File: src/rtl/mirq_pkg.sv
package mirq_pkg;

  typedef enum logic [1:0] {
    KIND_MASK,
    KIND_ROUTED,
    KIND_RAW,
    KIND_NONE
  } reg_kind_e;

  // index map: [0,n) masks, [n,2n) routed sets, 2n raw, rest unused
  function automatic reg_kind_e classify(input int idx, input int ncpu);
    if (idx < ncpu)          return KIND_MASK;
    else if (idx < 2 * ncpu) return KIND_ROUTED;
    else if (idx == 2 * ncpu) return KIND_RAW;
    else                     return KIND_NONE;
  endfunction

endpackage

File: src/rtl/mirq_decode.sv
module mirq_decode
  import mirq_pkg::*;
#(
  parameter int NUM_CPUS  = 4,
  parameter int REG_IDX_W = 4,
  parameter int CPU_W     = 2
) (
  input  logic                 wr_en_i,
  input  logic [REG_IDX_W-1:0] wr_idx_i,
  input  logic                 busy_i,
  input  logic [REG_IDX_W-1:0] rd_idx_i,
  output logic [NUM_CPUS-1:0]  mask_we_o,
  output logic                 bad_wr_o,
  output reg_kind_e            rd_kind_o,
  output logic [CPU_W-1:0]     rd_sel_o
);

  reg_kind_e             wr_kind;
  logic [REG_IDX_W-1:0]  rd_off;

  always_comb begin
    wr_kind  = classify(int'(wr_idx_i), NUM_CPUS);
    bad_wr_o = wr_en_i && ((wr_kind != KIND_MASK) || busy_i);
  end

  for (genvar c = 0; c < NUM_CPUS; c++) begin : g_we
    assign mask_we_o[c] = wr_en_i && !busy_i && (wr_kind == KIND_MASK) &&
                          (wr_idx_i == REG_IDX_W'(c));
  end

  always_comb begin
    rd_kind_o = classify(int'(rd_idx_i), NUM_CPUS);
    rd_off    = rd_idx_i - REG_IDX_W'(NUM_CPUS);
    rd_sel_o  = (rd_kind_o == KIND_ROUTED) ? rd_off[CPU_W-1:0] : rd_idx_i[CPU_W-1:0];
  end

endmodule

File: src/rtl/mirq_bank.sv
module mirq_bank #(
  parameter int NUM_LINES = 64
) (
  input  logic                 clk_i,
  input  logic                 rst_ni,
  input  logic                 we_i,
  input  logic [NUM_LINES-1:0] wdata_i,
  input  logic [NUM_LINES-1:0] raw_i,
  output logic [NUM_LINES-1:0] mask_o,
  output logic [NUM_LINES-1:0] routed_o,
  output logic [NUM_LINES-1:0] post_o,
  output logic [NUM_LINES-1:0] clr_o
);

  logic [NUM_LINES-1:0] mask_q, routed_q;
  logic [NUM_LINES-1:0] new_routed, changed;

  always_comb begin
    new_routed = wdata_i & raw_i;
    changed    = mask_q ^ wdata_i;
    post_o     = changed & new_routed;
    clr_o      = changed & routed_q & ~new_routed;
  end

  always_ff @(posedge clk_i or negedge rst_ni) begin
    if (!rst_ni) begin
      mask_q   <= '0;
      routed_q <= '0;
    end else if (we_i) begin
      mask_q   <= wdata_i;
      routed_q <= new_routed;
    end
  end

  assign mask_o   = mask_q;
  assign routed_o = routed_q;

endmodule

File: src/rtl/mirq_scanner.sv
module mirq_scanner #(
  parameter int NUM_LINES = 64,
  parameter int CPU_W     = 2,
  localparam int LINE_W   = $clog2(NUM_LINES)
) (
  input  logic                 clk_i,
  input  logic                 rst_ni,
  input  logic                 load_i,
  input  logic [NUM_LINES-1:0] post_i,
  input  logic [NUM_LINES-1:0] clr_i,
  input  logic [CPU_W-1:0]     cpu_i,
  output logic                 busy_o,
  output logic                 evt_valid_o,
  output logic                 evt_post_o,
  output logic [CPU_W-1:0]     evt_cpu_o,
  output logic [LINE_W-1:0]    evt_line_o
);

  localparam logic [LINE_W-1:0] LAST_IDX = LINE_W'(NUM_LINES - 1);

  logic                 active_q;
  logic [LINE_W-1:0]    idx_q;
  logic [NUM_LINES-1:0] post_q, clr_q;
  logic [CPU_W-1:0]     cpu_q;

  always_ff @(posedge clk_i or negedge rst_ni) begin
    if (!rst_ni) begin
      active_q <= 1'b0;
      idx_q    <= '0;
      post_q   <= '0;
      clr_q    <= '0;
      cpu_q    <= '0;
    end else if (load_i && |(post_i | clr_i)) begin
      active_q <= 1'b1;
      idx_q    <= '0;
      post_q   <= post_i;
      clr_q    <= clr_i;
      cpu_q    <= cpu_i;
    end else if (active_q) begin
      if (idx_q == LAST_IDX) active_q <= 1'b0;
      else                   idx_q    <= idx_q + 1'b1;
    end
  end

  assign busy_o      = active_q;
  assign evt_valid_o = active_q && (post_q[idx_q] || clr_q[idx_q]);
  assign evt_post_o  = active_q && post_q[idx_q];
  assign evt_cpu_o   = cpu_q;
  assign evt_line_o  = idx_q;

endmodule

File: src/rtl/mirq_router.sv
module mirq_router
  import mirq_pkg::*;
#(
  parameter int NUM_CPUS   = 4,
  parameter int NUM_LINES  = 64,
  localparam int CPU_W     = (NUM_CPUS > 1) ? $clog2(NUM_CPUS) : 1,
  localparam int LINE_W    = $clog2(NUM_LINES),
  localparam int REG_IDX_W = $clog2(2 * NUM_CPUS + 1)
) (
  input  logic                 clk_i,
  input  logic                 rst_ni,
  input  logic [NUM_LINES-1:0] req_i,
  input  logic                 wr_en_i,
  input  logic [REG_IDX_W-1:0] wr_idx_i,
  input  logic [NUM_LINES-1:0] wr_data_i,
  input  logic [REG_IDX_W-1:0] rd_idx_i,
  output logic [NUM_LINES-1:0] rd_data_o,
  output logic                 busy_o,
  output logic                 err_o,
  output logic                 evt_valid_o,
  output logic                 evt_post_o,
  output logic [CPU_W-1:0]     evt_cpu_o,
  output logic [LINE_W-1:0]    evt_line_o
);

  logic [NUM_LINES-1:0]                raw_q;
  logic                                err_q;
  logic [NUM_CPUS-1:0]                 mask_we;
  logic                                bad_wr;
  reg_kind_e                           rd_kind;
  logic [CPU_W-1:0]                    rd_sel;
  logic [NUM_CPUS-1:0][NUM_LINES-1:0]  mask_q, routed_q, post_v, clr_v;
  logic [NUM_LINES-1:0]                post_sel, clr_sel;
  logic [CPU_W-1:0]                    load_cpu;
  logic                                load;

  mirq_decode #(
    .NUM_CPUS (NUM_CPUS),
    .REG_IDX_W(REG_IDX_W),
    .CPU_W    (CPU_W)
  ) u_decode (
    .wr_en_i  (wr_en_i),
    .wr_idx_i (wr_idx_i),
    .busy_i   (busy_o),
    .rd_idx_i (rd_idx_i),
    .mask_we_o(mask_we),
    .bad_wr_o (bad_wr),
    .rd_kind_o(rd_kind),
    .rd_sel_o (rd_sel)
  );

  for (genvar c = 0; c < NUM_CPUS; c++) begin : g_bank
    mirq_bank #(.NUM_LINES(NUM_LINES)) u_bank (
      .clk_i   (clk_i),
      .rst_ni  (rst_ni),
      .we_i    (mask_we[c]),
      .wdata_i (wr_data_i),
      .raw_i   (raw_q),
      .mask_o  (mask_q[c]),
      .routed_o(routed_q[c]),
      .post_o  (post_v[c]),
      .clr_o   (clr_v[c])
    );
  end

  // one-hot select of the written bank
  always_comb begin
    post_sel = '0;
    clr_sel  = '0;
    load_cpu = '0;
    for (int c = 0; c < NUM_CPUS; c++) begin
      if (mask_we[c]) begin
        post_sel = post_v[c];
        clr_sel  = clr_v[c];
        load_cpu = CPU_W'(c);
      end
    end
    load = |mask_we;
  end

  mirq_scanner #(
    .NUM_LINES(NUM_LINES),
    .CPU_W    (CPU_W)
  ) u_scan (
    .clk_i      (clk_i),
    .rst_ni     (rst_ni),
    .load_i     (load),
    .post_i     (post_sel),
    .clr_i      (clr_sel),
    .cpu_i      (load_cpu),
    .busy_o     (busy_o),
    .evt_valid_o(evt_valid_o),
    .evt_post_o (evt_post_o),
    .evt_cpu_o  (evt_cpu_o),
    .evt_line_o (evt_line_o)
  );

  always_ff @(posedge clk_i or negedge rst_ni) begin
    if (!rst_ni) begin
      raw_q <= '0;
      err_q <= 1'b0;
    end else begin
      raw_q <= req_i;
      err_q <= bad_wr;
    end
  end

  assign err_o = err_q;

  always_comb begin
    unique case (rd_kind)
      KIND_MASK:   rd_data_o = mask_q[rd_sel];
      KIND_ROUTED: rd_data_o = routed_q[rd_sel];
      KIND_RAW:    rd_data_o = raw_q;
      default:     rd_data_o = '0;
    endcase
  end

endmodule

File: config.mk
export PLATFORM = sky130hd
export DESIGN_NAME = mirq_router
export DESIGN_NICKNAME = d
export VERILOG_FILES = /design/src/rtl/mirq_pkg.sv /design/src/rtl/mirq_decode.sv /design/src/rtl/mirq_bank.sv /design/src/rtl/mirq_scanner.sv /design/src/rtl/mirq_router.sv
export SDC_FILE = /design/constraint.sdc
export NUM_CORES = 2
export LEC_CHECK = 0
export BUFFER_PORTS_ARGS = -buffer_cell sky130_fd_sc_hd__clkbuf_2
export CORE_MARGIN = 1
export CORE_UTILIZATION = 50
export DETAILED_ROUTE_END_ITERATION = 8
export PLACE_DENSITY_LB_ADDON = 0.08
export SLEW_MARGIN = 20
export SYNTH_ARGS = -nofsm -noshare
export SYNTH_HDL_FRONTEND = slang
export SYNTH_SLANG_ARGS = --single-unit
File: constraint.sdc
create_clock -name clk_i -period 3.44 [get_ports clk_i]
set_input_delay 0.172 -clock clk_i [delete_from_list [all_inputs] [get_ports clk_i]]
set_output_delay 0.172 -clock clk_i [all_outputs]
set_load 0.03 [all_outputs]
After elaboration in Yosys (flattened, before gate mapping):

Cells that the tools add are included.

* $mul: 0
* muxes and demuxes: 33
* add/sub/neg operators: 2
* reduce and logical (&&, ||, !) cells: 21
* shift-type cells: 0
* order comparisons: 6
* bitwise logic cells: 19
* equality and inequality tests: 9
* divide/modulo/power cells: 0

Operator list (count)
* 64-bit bitwise AND: 13
* 64-bit 2-to-1 mux: 10
* 64-bit binary-select mux with 2-bit select: 2
* 64-bit XOR: 4
* 64-bit one-hot mux with 3 select lines: 1
* 64-bit inverter: 1
* 64-bit OR: 1
* 64-bit OR reduction: 1
* 6-bit 2-to-1 mux: 3
* 2-bit 2-to-1 mux: 7
* 1-bit binary-select mux with 6-bit select: 2
* 1-bit logical AND: 10
* 4-bit by 2-bit == test with 1-bit output (second input constant): 2
* 4-bit == test (second input constant): 2
* 4-bit by 3-bit less-than comparator with 1-bit output (second input constant): 2
* 4-bit less-than comparator (second input constant): 2
* 1-bit 2-to-1 mux: 8
* 6-bit by 7-bit less-than comparator with 1-bit output (second input constant): 1
* 6-bit by 1-bit adder with 6-bit output (second input constant): 1
* 6-bit == test (second input constant): 1
* 4-bit by 1-bit == test with 1-bit output (second input constant): 1
* 2-bit zero test: 2
* 4-bit zero test: 1
* 2-bit nonzero test: 2
* 9 further kinds: 10

* logic and storage cells: 105
* output and inout port bits: 76
* bits in registers: 714
* memories: 0
* bits of input ports: 139
* ROM bits: 0
* RAM bits: 0
* bits in latches: 0

Longest topological paths before layout:

* word-level depth: 16
* gate-level depth with buffers: 17
* gate-level depth less buffers: 9

Hierarchy:

From an unflattened synthesis, not the netlist that was laid out.

* cell total of the unflattened synthesis: 4437
* area, all modules: 44044.7 um^2

Modules (own cells, without submodules)
* mirq_bank: cells each 724, seq. area each 3203.1 um^2, times used 4, area an instance 6894.1 um^2
* mirq_router: cells each 1056, seq. area each 1626.6 um^2, times used 1, area an instance 9136.3 um^2
* mirq_scanner: cells each 473, seq. area each 3428.3 um^2, times used 1, area an instance 7240.7 um^2
* mirq_decode: cells each 12, seq. area each 0.0 um^2, times used 1, area an instance 91.3 um^2

Least setup slack after synthesis:

OpenSTA, ideal clock, no wires.

* kind: register to register
* start point: register u_scan.active_q, in the netlist u_scan.busy_o
* end point: register u_scan.post_q[20]
* required time: 3.315 ns
* stages on the path, launching flop included: 14
* data arrival time: 3.590 ns
* slack: -0.275 ns
* setup time: 0.125 ns
* cell sequence: dfrtp_1 -> buf_2 -> or4b_1 -> buf_2 -> buf_4 -> nor3_1 -> nor4_2 -> nand4_1 -> or4_1 -> or4b_4 -> or4_4 -> buf_6 -> buf_8 -> mux2_4

* longest elaborated chain between the ends: 11

RTL lines
* start: declaration: RTL line mirq_scanner.sv:21 `logic active_q;`
* start signal: assignment: RTL line mirq_scanner.sv:28 `active_q <= 1'b0;`
* start signal: assignment: RTL line mirq_scanner.sv:34 `active_q <= 1'b1;`
* start signal: assignment: RTL line mirq_scanner.sv:40 `if (idx_q == LAST_IDX) active_q <= 1'b0;`
* 1-bit zero test (*): RTL line mirq_decode.sv:27 `assign mask_we_o[c] = wr_en_i && !busy_i && (wr_kind == KIND_MASK) &&`
* 1-bit logical AND (*) (2 in a row): RTL line mirq_decode.sv:27
* 1-bit logical AND: RTL line mirq_decode.sv:27
* 64-bit 2-to-1 mux (4 in a row): RTL line mirq_router.sv:72 `if (mask_we[c]) begin`
* 64-bit OR: RTL line mirq_scanner.sv:33 `end else if (load_i && |(post_i | clr_i)) begin`
* 64-bit OR reduction: RTL line mirq_scanner.sv:33
* 1-bit logical AND: RTL line mirq_scanner.sv:33
* end signal: assignment: RTL line mirq_scanner.sv:36 `post_q <= post_i;`
* end: declaration: RTL line mirq_scanner.sv:23 `logic [NUM_LINES-1:0] post_q, clr_q;`

Mark *: on every way between the ends. The rest lies on a longest branch, timed or not.
A chain may end at the register's enable or synchronous reset.

Worst setup path after layout:

* start point: register u_scan.active_q, in the netlist u_scan.busy_o
* end point: register u_scan.clr_q[4]

* longest elaborated chain between the ends: 11

RTL lines
* 1-bit zero test (*): RTL line mirq_decode.sv:27
* 1-bit logical AND (*) (2 in a row): RTL line mirq_decode.sv:27
* 1-bit logical AND: RTL line mirq_decode.sv:27
* 64-bit 2-to-1 mux (4 in a row): RTL line mirq_router.sv:72
* 64-bit OR: RTL line mirq_scanner.sv:33
* 64-bit OR reduction: RTL line mirq_scanner.sv:33
* 1-bit logical AND: RTL line mirq_scanner.sv:33
* end signal: assignment: RTL line mirq_scanner.sv:37 `clr_q <= clr_i;`
* end: declaration: RTL line mirq_scanner.sv:23

Marked as above.

==> results_dict.tcl <==
set metrics [dict create \
    status "finished with violations" \
    violations "negative setup slack" \
    clk_pin_slew_ps 60 \
    placed_cell_area_um2 43500 \
    final_common_cell "nand2_1" \
    grt_start_max_net_pins 106 \
    track_usage_pct 35.7 \
    yosysTopAreaCellShare_pct 46.6 \
    cts.sinks 714 \
    p_comb_share_pct 27.9 \
    drtIter0Drc 3228 \
    ff2ff_setup_slack_ps -210 \
    h-tree-depth 3 \
    design_area_um2 48600 \
    cts_tree "yes" \
    critPathKind "register to register" \
    syn-cell-area_um2 38400 \
    stdcell_count 5619 \
    leakagePower_nw 23.5 \
    arrival_ps 4170 \
    antenna_found_initial 3 \
    dr.pass1.iters 6 \
    core-area_um2 75900 \
    synth_seq_cells 714 \
    worst-endpoint-required_ps 3960 \
    dp.cells 5303 \
    synth_top_area_cell "dfrtp_1" \
    dieArea_um2 77800 \
    sw_frac_of_total_pct 31.8 \
    gr-total-overflow 0 \
    worst_slack_ps -208 \
    rsz0062_at_grt "true" \
    numPortBuffers 214 \
    reg2reg_from "u_scan.busy_o" \
    async_reset_ff_share_pct 100 \
    power.switching_w 0.00900 \
    cp_cell_sequence "or4b_4 > buf_6 > buf_12 > nor3_2 > nor4_1 > nand4_1 > or4_4 > or4b_4 > or4_4 > buf_4 > clkbuf_16 > mux2i_2" \
    layout.nets 4665 \
    maxSlewViolCount 0 \
    clock_latency_ps 640 \
    start_util_pct 50.5 \
    die_w_um 279 \
    numCtsBuffers 81 \
    startpoint_type "register" \
    yosys_warnings 0 \
    reg2reg_to "u_scan.clr_q[4]" \
    r2r_cells 12 \
    setup_viol 119 \
    drv_cap 0 \
    routedWlPerCell_um 24.5 \
    vias 33400 \
    power_density_nw_per_um2 583 \
    grt_first_pass_wirelength_mm 210 \
    finalCriticalPeriod_ps 3650 \
    min_period_over_period_pct 106 \
    hold_violations 0 \
    rows 101 \
    antenna_left 0 \
    worstPathMaxFanout 11 \
    cts_buffer_depth 3 \
    cts_root_buffer "clkbuf_16" \
    tightest_slew_ps 805 \
    die-height_um 279 \
    finClkSkew_ps 25.5 \
    cpPeakStageDelay_ps 540 \
    area_growth_pct 26.6 \
    viasPerCell 5.95 \
    drive_gt1_share_pct 27.9 \
    gp_congestion 0.922 \
    worst-path-buf-inv 4 \
    drc 0 \
    first_global_vias 32900 \
    power_w 0.0283 \
    max_freq_mhz 274 \
    syn-mean-instance-area_um2 9.83 \
    syn-num-nets 4044 \
    synthDistinctLibCells 82 \
    synth_edf_count 0 \
    maxSlewHeadroom_pct 46.0 \
    synthTopCellsByArea "dfrtp_1 (47%), nand2_1 (11%), mux4_2 (9.6%)" \
    cp-end-kind "register" \
    ir_drop_uv 435 \
    critPathSlowestCell "or4_4" \
    synth_flop_cell "dfrtp_1" \
    dp_hpwl_mm 95.2 \
    netlist_instances 3904 \
    pwr-share-seq_pct 40.0 \
    p_int_w 0.0193 \
    worstHoldPathType "input port to async pin" \
    power.share.clock_pct 32.1 \
    wl_mm 138 \
    ys_seq_area_share_pct 46.6 \
    final_util_pct 63.9 \
    ios 215 \
    final_cell_mix "nand2_1 (1102), dfrtp_1 (711), buf_4 (432), o21ai_0 (334), clkbuf_2 (205)" \
    cpLargestDelayFamily "simple AND/OR/NAND/NOR gates" \
]
## metal layers
metal	wire [um]	track usage (%)
met1	58900	50.8
met2	63100	55.4
met3	11000	6.02
met4	4680	12.1
met5	25	0
## final cells by class
cell class / count / area (um2)
well taps: 1030 / 1290
repair buffers: 856 / 7080
flip-flops and latches: 714 / 17900
fillers: 6211 / 27400
diodes: 2 / 5.00
inverters: 72 / 270
clock buffers: 113 / 2390
clock inverters: 32 / 375
multi-input cells: 2800 / 19300
## state kept, by name, indices dropped and copies added (netlist names)
name	cells
err_o	1
g_bank.u_bank.mask_o	256
g_bank.u_bank.routed_o	256
raw_q	64
u_scan.busy_o	1
u_scan.clr_q	64
u_scan.evt_cpu_o	2
u_scan.evt_line_o	6
u_scan.post_q	64
## power by group through the flow
stage                     combinational, W  sequential, W  clock (W)
after CTS                          0.00742         0.0113    0.00916
after floorplan                    0.00434         0.0110          0
after global placement             0.00677         0.0114          0
after detailed placement           0.00687         0.0114          0
after global routing               0.00850         0.0115    0.00947
final                              0.00791         0.0113    0.00908
## logic make-up (layout without fill, tap and decap cells)
logic type	Yosys count	after routing	share of synthesized area, %
xor gates and xnor gates	243	243	5.55
buffers and inverters	390	1073	4.23
adders and majority gates	1	1	0.0326
AOI/OAI and AO/OA	750	750	12.0
DFF	714	714	46.6
muxes	390	390	16.1
other	0	2	0
and+or+nand+nor	1416	1416	15.5
## metrics by stage
step / hold slack, ps / TNS, ps / setup slack (ps)
floorplan: -124 / -733 / -105
global placement: 164 / -41370 / -417
detailed placement: 162 / -41530 / -419
CTS: 99.8 / -6600 / -164
global route: 138 / -19510 / -264
finish: 95.7 / -10250 / -208
## cell usage after synthesis (3+ instances only)
cell          n
nor3b_1       3
nor2_1       32
clkbuf_1    235
mux2_2      158
mux2_4        7
a21o_1       60
nand2b_1     18
nor3_1       34
nor4_1       13
mux2i_1      62
nor2b_1      59
buf_1        32
dfrtp_1     714
a211oi_1     26
a221o_1       4
o211ai_1     21
a32oi_1       6
buf_6         7
a22o_1        4
o2111a_1      9
o21ai_0     386
o221ai_1     11
mux4_2      163
o32ai_1      16
o221a_2       3
o2bb2ai_1     3
xor2_1      186
buf_4         6
and3_1       14
nand3b_1      3
a21oi_1      31
inv_1        71
o31ai_1      44
or3_1         5
xnor2_1      57
o2111ai_1     5
a31oi_1      11
nand2_1    1108
nand3_1      79
o22ai_1      81
a221oi_1      3
buf_2        35
nand4_1      28
or4_1         3
## how the worst max path moves through the flow
stage	start	end	slack (ps)	depth (start not counted)
6_report	u_scan.busy_o	u_scan.clr_q[4]	-210	12
5_1_grt	u_scan.busy_o	u_scan.clr_q[4]	-260	12
4_1_cts	g_bank[0].u_bank.mask_o[51]	u_scan.post_q[41]	-160	10
2_1_floorplan	u_scan.busy_o	u_scan.post_q[20]	-100	13
3_5_place_dp	wr_idx_i[1]	u_scan.post_q[20]	-420	13
3_3_place_gp	wr_idx_i[1]	u_scan.post_q[20]	-420	13
## repair_timing
| item | in CTS | in global routing |
|---|---|---|
| pin swaps | 15 | 18 |
| gates resized for setup | 99 | 87 |
| endpoints found under the hold margin | 461 | 0 |
| hold buffers | 131 | 0 |
| gates cloned | 2 | 2 |
| setup buffers | 23 | 14 |
| endpoints found under the setup margin | 139 | 139 |
(Power assumes the default switching activity.)
